## src/rtl/de_pkg.sv

```systemverilog
package de_pkg;

    typedef enum logic {
        DE_MODE_CYCLE = 1'b0,
        DE_MODE_LATCH = 1'b1
    } de_mode_e;

    typedef enum logic [1:0] {
        DE_DRV_TRIP   = 2'b00,
        DE_DRV_INV    = 2'b01,
        DE_DRV_ZERO   = 2'b10,
        DE_DRV_ONE    = 2'b11
    } de_drv_e;

    typedef struct packed {
        logic flag;
        logic enable;
    } de_state_t;

endpackage

```

## src/rtl/de_trip_sync.sv

```systemverilog
module de_trip_sync #(
    parameter int STAGES = 2
) (
    input  logic clk,
    input  logic rst_n,
    input  logic din,
    output logic dout
);
    logic [STAGES-1:0] sh_d, sh_q;

    always_comb begin
        sh_d = {sh_q[STAGES-2:0], din};
    end

    always_ff @(posedge clk or negedge rst_n) begin
        if (!rst_n) sh_q <= '0;
        else        sh_q <= sh_d;
    end

    assign dout = sh_q[STAGES-1];
endmodule

```

## src/rtl/de_reentry_blk.sv

```systemverilog
module de_reentry_blk #(
    parameter int DLY_W = 8
) (
    input  logic             clk,
    input  logic             rst_n,
    input  logic             load,
    input  logic [DLY_W-1:0] dly,
    input  logic             sync_evt,
    output logic             blocked
);
    logic [DLY_W-1:0] cnt_d, cnt_q;

    always_comb begin
        cnt_d = cnt_q;
        if (load)
            cnt_d = dly;
        else if (sync_evt && (cnt_q != '0))
            cnt_d = cnt_q - 1'b1;
    end

    always_ff @(posedge clk or negedge rst_n) begin
        if (!rst_n) cnt_q <= '0;
        else        cnt_q <= cnt_d;
    end

    assign blocked = (cnt_q != '0);
endmodule

```

## src/rtl/de_drive_mux.sv

```systemverilog
module de_drive_mux
    import de_pkg::*;
(
    input  logic       trip_hi,
    input  logic       trip_lo,
    input  logic       sel,
    input  logic [1:0] drv,
    input  logic       active,
    input  logic       pwm_in,
    output logic       pwm_out
);
    logic src;
    logic ovr;

    always_comb begin
        src = sel ? trip_lo : trip_hi;
        unique case (de_drv_e'(drv))
            DE_DRV_TRIP: ovr = src;
            DE_DRV_INV:  ovr = ~src;
            DE_DRV_ZERO: ovr = 1'b0;
            DE_DRV_ONE:  ovr = 1'b1;
            default:     ovr = 1'b0;
        endcase
        pwm_out = active ? ovr : pwm_in;
    end
endmodule

```

## src/rtl/diode_emu_ctrl.sv

```systemverilog
module diode_emu_ctrl
    import de_pkg::*;
#(
    parameter int SYNC_STAGES = 2,
    parameter int DLY_W       = 8
) (
    input  logic             clk,
    input  logic             rst_n,
    input  logic             trip_hi_in,
    input  logic             trip_lo_in,
    input  logic             sync_evt,
    input  logic             tripout_evt,
    input  logic             pwm_a_in,
    input  logic             pwm_b_in,
    input  logic             en_wr,
    input  logic             en_wr_val,
    input  logic             cfg_mode,
    input  logic [DLY_W-1:0] cfg_reentry_dly,
    input  logic             cfg_bypass,
    input  logic             cfg_sel_a,
    input  logic [1:0]       cfg_drv_a,
    input  logic             cfg_sel_b,
    input  logic [1:0]       cfg_drv_b,
    input  logic             force_wr,
    input  logic             clear_wr,
    output logic             flag_out,
    output logic             enable_rd,
    output logic             pwm_a_out,
    output logic             pwm_b_out
);
    localparam int NUM_CH = 2;

    de_state_t st_d, st_q;
    logic      trip_hi_s, trip_lo_s;
    logic      trip_any;
    logic      blocked;
    logic      hw_set;
    logic      flag_fall;
    logic      override_on;

    logic [NUM_CH-1:0]      ch_sel;
    logic [NUM_CH-1:0][1:0] ch_drv;
    logic [NUM_CH-1:0]      ch_pwm_in;
    logic [NUM_CH-1:0]      ch_pwm_out;

    de_trip_sync #(.STAGES(SYNC_STAGES)) u_sync_hi (
        .clk(clk), .rst_n(rst_n), .din(trip_hi_in), .dout(trip_hi_s)
    );
    de_trip_sync #(.STAGES(SYNC_STAGES)) u_sync_lo (
        .clk(clk), .rst_n(rst_n), .din(trip_lo_in), .dout(trip_lo_s)
    );

    de_reentry_blk #(.DLY_W(DLY_W)) u_reentry (
        .clk(clk), .rst_n(rst_n), .load(flag_fall), .dly(cfg_reentry_dly),
        .sync_evt(sync_evt), .blocked(blocked)
    );

    assign trip_any = trip_hi_s | trip_lo_s;

    always_comb begin
        st_d   = st_q;
        hw_set = st_q.enable && trip_any && !blocked;

        if (tripout_evt)
            st_d.enable = 1'b0;
        else if (en_wr)
            st_d.enable = en_wr_val;

        if (force_wr)
            st_d.flag = 1'b1;
        else if (clear_wr)
            st_d.flag = 1'b0;
        else if (de_mode_e'(cfg_mode) == DE_MODE_LATCH) begin
            if (hw_set) st_d.flag = 1'b1;
        end else begin
            if (sync_evt)    st_d.flag = hw_set;
            else if (hw_set) st_d.flag = 1'b1;
        end

        flag_fall = st_q.flag && !st_d.flag;
    end

    always_ff @(posedge clk or negedge rst_n) begin
        if (!rst_n) st_q <= '0;
        else        st_q <= st_d;
    end

    assign override_on = st_q.flag && !(cfg_bypass && tripout_evt);

    assign ch_sel    = {cfg_sel_b, cfg_sel_a};
    assign ch_drv    = {cfg_drv_b, cfg_drv_a};
    assign ch_pwm_in = {pwm_b_in, pwm_a_in};

    for (genvar g = 0; g < NUM_CH; g++) begin : g_ch
        de_drive_mux u_mux (
            .trip_hi(trip_hi_s), .trip_lo(trip_lo_s),
            .sel(ch_sel[g]), .drv(ch_drv[g]),
            .active(override_on), .pwm_in(ch_pwm_in[g]),
            .pwm_out(ch_pwm_out[g])
        );
    end

    assign pwm_a_out = ch_pwm_out[0];
    assign pwm_b_out = ch_pwm_out[1];
    assign flag_out  = st_q.flag;
    assign enable_rd = st_q.enable;
endmodule

```

## config.mk

```make
export PLATFORM = sky130hd
export DESIGN_NAME = diode_emu_ctrl
export DESIGN_NICKNAME = d
export VERILOG_FILES = /design/src/rtl/de_pkg.sv /design/src/rtl/de_trip_sync.sv /design/src/rtl/de_reentry_blk.sv /design/src/rtl/de_drive_mux.sv /design/src/rtl/diode_emu_ctrl.sv
export SDC_FILE = /design/constraint.sdc
export NUM_CORES = 1
export LEC_CHECK = 0
export CORE_ASPECT_RATIO = 1.1
export CORE_MARGIN = 2
export CORE_UTILIZATION = 48
export CTS_BUF_LIST = sky130_fd_sc_hd__clkbuf_4
export DETAILED_ROUTE_END_ITERATION = 16
export GPL_TIMING_DRIVEN = 0
export PLACE_DENSITY = 0.88
export SETUP_SLACK_MARGIN = 0.3
export SLEW_MARGIN = 20
export SYNTH_ARGS = -nofsm -noshare
export SYNTH_HDL_FRONTEND = slang
export SYNTH_SLANG_ARGS = --single-unit
```

## constraint.sdc

```tcl
create_clock -name clk -period 6 [get_ports clk]
set_input_delay 0.9 -clock clk [delete_from_list [all_inputs] [get_ports clk]]
set_output_delay 0.9 -clock clk [all_outputs]
set_load 0.01 [all_outputs]
```

### Word-level counts from Yosys, hierarchy flattened

Cells that the tools add are included.
Widths: inputs -> output; s select.

* input port bits: 28
* output and inout port bits: 4
* register bits: 14
* logic and storage cells: 44

* equal/unequal tests: 6
* add/sub/neg operators: 1
* mux-type cells: 15
* reductions and logical operators: 14
* bitwise operators: 3

Operators with widths (number)
* $mux 8: 2
* $mux 1: 11
* $eq 2x2->1 const B: 4
* $pmux 1 s4: 2
* $reduce_bool 8->1: 1
* $sub 8x1->8 const B: 1
* $logic_and 1x1->1: 6
* $eq 2x1->1 const B: 2
* $logic_not 2->1: 2
* $reduce_bool 2->1: 2
* $logic_not 1->1: 3
* $not 1->1: 2
* $or 1x1->1: 1

### Depth between registers and ports, before layout

* depth after elaboration: 11
* depth in mapped cells: 6

### Cells and area by module

Synthesis repeated with hierarchy kept, for this count alone.

* cells, all modules: 92
* area total of the unflattened synthesis: 867.1 µm²

By module, submodules not included
* de_reentry_blk: area an instance 566.8 µm², cells an instance 64, times used 1, sequential area each 200.2 µm²
* diode_emu_ctrl: area an instance 137.6 µm², cells an instance 14, times used 1, sequential area each 50.0 µm²
* de_trip_sync: area an instance 50.0 µm², cells an instance 2, times used 2, sequential area each 50.0 µm²
* de_drive_mux: area an instance 31.3 µm², cells an instance 5, times used 2, sequential area each 0.0 µm²

### Worst setup path before layout

OpenSTA, ideal clock, no wires.

* kind: input -> output
* start: input cfg_bypass
* end: output pwm_a_out
* data arrival time: 1.478 ns
* path buffers: 0
* stages on the path: 3
* data required time: 5.100 ns
* slack: 3.622 ns
* path through: a21boi_0 -> nor2_1 -> a21oi_1

* word-level cells in the longest chain between the ends: 4

RTL lines
* start: declaration: RTL line diode_emu_ctrl.sv:19 `input logic cfg_bypass,`
* $logic_and 1x1->1: RTL line diode_emu_ctrl.sv:88 `assign override_on = st_q.flag && !(cfg_bypass && tripout_evt);`
* $logic_not 1->1: RTL line diode_emu_ctrl.sv:88
* $logic_and 1x1->1: RTL line diode_emu_ctrl.sv:88
* $mux 1: RTL line de_drive_mux.sv:24 `pwm_out = active ? ovr : pwm_in;`
* end: declaration: RTL line diode_emu_ctrl.sv:28 `output logic pwm_a_out,`

No other way between the ends.

### Worst setup path in the final report

* start: input cfg_sel_a
* end: output pwm_a_out

* word-level cells in the longest chain between the ends: 4

RTL lines
* start: declaration: RTL line diode_emu_ctrl.sv:20 `input logic cfg_sel_a,`
* $mux 1 (*): RTL line de_drive_mux.sv:16 `src = sel ? trip_lo : trip_hi;`
* $not 1->1: RTL line de_drive_mux.sv:19 `DE_DRV_INV: ovr = ~src;`
* $pmux 1 s4 (*): RTL line de_drive_mux.sv:17 `unique case (de_drv_e'(drv))`
* $mux 1 (*): RTL line de_drive_mux.sv:24

Every way passes the cells marked *; elsewhere a longest branch is shown, timed or not.

==> flow_results.org <==
** Status
- The run finished with clean final reports.

** Logic synthesis
- The number of nets handed over by synthesis was 106.
- Ranked by total cell area, the synthesized netlist is headed by dfrtp_1 (42%), mux2_4 (14%), mux2i_1 (4.7%).
- Proportion of netlist area held by the largest area contributor :: 41.5%
- The synthesized netlist occupies a cell area of 843 µm².
- After synthesis, flip-flops and latches occupy 41.5% of the total area.
- The average instance in the mapped netlist occupies 11.1 µm².
- Number of synthesized register bits :: 14
- Top cell type by total area after synthesis :: dfrtp_1
- The synthesized netlist contains 27 unique library cells.
- Number of instances in the synthesized netlist :: 76
- Syn. warnings :: 0

** Min path
- Destination of the worst hold path :: u_sync_lo.sh_q[1]
- Startpoint of the most critical hold path :: u_sync_lo.sh_q[0]
- Tightest Hold Check Type :: register to register
- Along the worst hold path, the cell count comes to 0.

** Timing
- Max-Slew Margin vs Limit :: 58.5%
- Summed negative setup slack over all endpoints :: 0 ns
- Fmax :: 297 MHz
- For the finished layout, the period the worst path requires is 3.36 ns.
- Setup-failing EPs final :: 0
- The count of final hold-check violations came to 0.
- Setup repair after global routing left no endpoint under its margin.
- Between clock sinks in the finished design, the worst skew comes to 0.00284 ns.
- The number of max-slew violations in the final report came to 0.
- Pin slew with the least headroom to its limit :: 0.620 ns
- After layout, the worst path uses 56.1% of the clock period.
- Final hold analysis gives a worst-case slack of 0.356 ns.

** Global routing
- Entering global routing, the biggest net connects 15 pins.
- Global routing consumed, over all layers together, 20.4% of the routing resources.
- Number of global-route vias before repair :: 679
- For this run the aggregate overflow at the end of global routing stands at 0.
- Global-route wire length before repair :: 3.00 mm
- The number of antenna violations at the first check in global routing came to 0.

** Routing
- Per-cell routed wire length :: 15.4 µm
- The first routing iteration left 11 violations.
- The detail route stage leaves a number of antenna-violating nets equal to 0.
- After detailed routing, the number of remaining DRC violations is 0.
- TritonRoute pass-1 iters :: 4
- In this run the top signal layer used is met4.
- The final layout contains routed wiring with a total length of 1.97 mm.
- Met1 wire length :: 790 µm
- Via density per instance :: 5.51
- The routed layout has 705 vias.
- Routed met2 length :: 1.03 mm
- Wire segments on met3 add up to 93 µm in the final route.

** Final layout
- Antenna cells :: 0
- Most common library cell in the layout ignoring fill and taps :: clkdlybuf4s50_1
- Number of nets in the layout :: 142
- Of the cells placed in the final design, the portion with a size suffix greater than 1 is 15.3%.
- Commonest non-fill, non-tap cells in the layout :: clkdlybuf4s50_1 (31), dfrtp_1 (14), nor2_1 (9)
- Syn-to-layout area delta :: 42.4%
- The finished cells cover 1200 µm².

** Power and ir drop
- LEAKAGE :: 0.513 nW
- Power density of the placed cells :: 306 nW/µm²
- Worst ir drop on vdd :: 0.000211 V

** Placement
- Post-detail-place hpwl :: 1.57 mm
- In this run the cell area measured after placement is 1170 µm².
- At the end of routability-driven placement, the weighted congestion stood at 0.824.
- Port-buffer cells :: 31

** Worst setup path
- STA puts the critical path data arrival time at 2.46 ns.
- STA classifies the critical path startpoint as a primary input.
- Among the stages of the critical path, the cell type that occurs most often is clkdlybuf4s50_1.
- The worst setup path is captured at an output pin.
- Among all stages on the critical path, the largest delay is contributed by clkdlybuf4s50_1.
- R2R depth :: 6
- The worst register-to-register path begins at u_reentry.cnt_q[0].
- STA puts the critical path data required time at 5.10 ns.
- Type of the setup path with the least slack :: primary input to output pin
- The endpoint identified for the worst register-to-register timing path is u_reentry.cnt_q[2].
- Worst-path cell chain :: clkdlybuf4s50_1 -> mux2i_1 -> nor2_1 -> xnor2_1 -> a21oi_1 -> clkdlybuf4s50_1
- In this run the worst path has a maximum fanout of 1.
- Reg2reg setup slack :: 3.90 ns
- The largest single stage delay on the critical path is 0.55 ns.

** Clocking
- Cells resized by post-CTS repair :: 0
- In this run the post-CTS setup repair buffer count came out at 0.
- Maximum root-to-sink buffer count :: 2
- CTS Hold Buffers Added :: 0
- Clock root buffer master :: clkbuf_4
- Source-to-sink clock delay at the later pin of the worst-skew pair :: 0.28 ns
- In this run the number of H-tree levels came out at 1.
- Clock tree synthesis found a total of 14 sinks.
- TritonCTS built the clock tree.
- The number of clock buffers added by TritonCTS is 3.
- After clock tree synthesis, the clock-pin slew on the worst setup and hold paths is 0.08 ns.

** Floorplan
- Area of the core :: 1610 µm²
- 32 I/O pins were placed.
- The floorplan step defined a die boundary enclosing 2110 µm².
- Die X-Extent :: 44.0 µm
- From bottom edge to top edge, the die measures 48.0 µm.
- Once the floorplan was initialized, standard cells occupied 52.2% of the core.
- Row count :: 15

** Job
- Max-capacitance violation count :: 0
## kinds of logic (layout without fill, tap and decap cells)
family	after synthesis	count (layout)	share of synthesized area [%]
mux	14	14	21.7
fa+ha+maj	2	2	2.97
buf+inv	3	38	1.34
simple gates	24	24	15.9
compound gates	15	15	12.5
xor+xnor	4	4	4.15
flops	14	14	41.5
## critical path, delay by kind of cell
| kind | cells | cell delay, ns |
|---|---|---|
| buffers and inverters | 2 | 1.03 |
| muxes | 1 | 0.20 |
| AOI/OAI and AO/OA | 1 | 0.14 |
| xor gates and xnor gates | 1 | 0.13 |
| and+or+nand+nor | 1 | 0.07 |
## cell usage after synthesis
master      n
dfrtp_1    14
or4_1       1
xnor2_1     4
nor2_1      9
nand3_1     1
o211ai_1    1
mux2_2      2
a21oi_1     4
nor3_4      1
nor3b_1     1
nand2b_1    2
a21boi_0    1
nand2_1     4
or3b_2      1
mux2i_1     4
a21boi_4    1
o21ai_1     1
ha_1        2
o21bai_1    2
mux2_4      8
inv_1       3
o31ai_1     1
or4_4       1
o21ai_0     3
o2111ai_1   1
nand4_1     1
nor3_1      2
## flip-flops by register name, summed over array words and instances (netlist names)
signal	cells
flag_out	1
enable_rd	1
u_sync_hi.sh_q	2
u_sync_lo.sh_q	2
u_reentry.cnt_q	8
## metrics by stage
step | worst slack, ns | utilization (%) | power (mW) | std cells
after global placement | 2.68 | 72.8 | 0.299 | 124
after detailed placement | 2.63 | 72.8 | 0.311 | 124
after global routing | 2.49 | 74.4 | 0.390 | 128
final | 2.64 | 74.4 | 0.367 | 128
after floorplan | 3.62 | - | 0.257 | 76
after CTS | 2.62 | 74.4 | 0.366 | 128
## layout make-up
type                       instances  area [µm²]
fill                             111         413
sequential                        14         350
timing repair buffer              31         310
clock inverter                     1        3.75
inverter                           3        11.3
multi-input combinational         59         482
tap                               17        21.3
clock buffer                       3        22.5
## power breakdown
part	internal (mW)	switching [mW]
clock network	0.0242	0.0312
logic	0.0943	0.0662
registers	0.121	0.0304
## layer usage
layer  vias to the layer above  GRT usage, %
met4                         0          10.9
met3                         7          4.15
met5                         -             0
met1                       328          24.9
li1                        343             -
met2                        27          34.4
## worst max-delay path by stage
stage / startpoint / to / slack, ns / cells after the start
after floorplan: cfg_bypass / pwm_a_out / 3.62 / 3
after global placement: cfg_sel_b / pwm_b_out / 2.68 / 6
after detailed placement: cfg_sel_a / pwm_a_out / 2.63 / 6
after CTS: cfg_sel_a / pwm_a_out / 2.62 / 6
after global routing: tripout_evt / pwm_b_out / 2.49 / 5
final: cfg_sel_a / pwm_a_out / 2.64 / 6
Power figures use the tool's default switching activity.
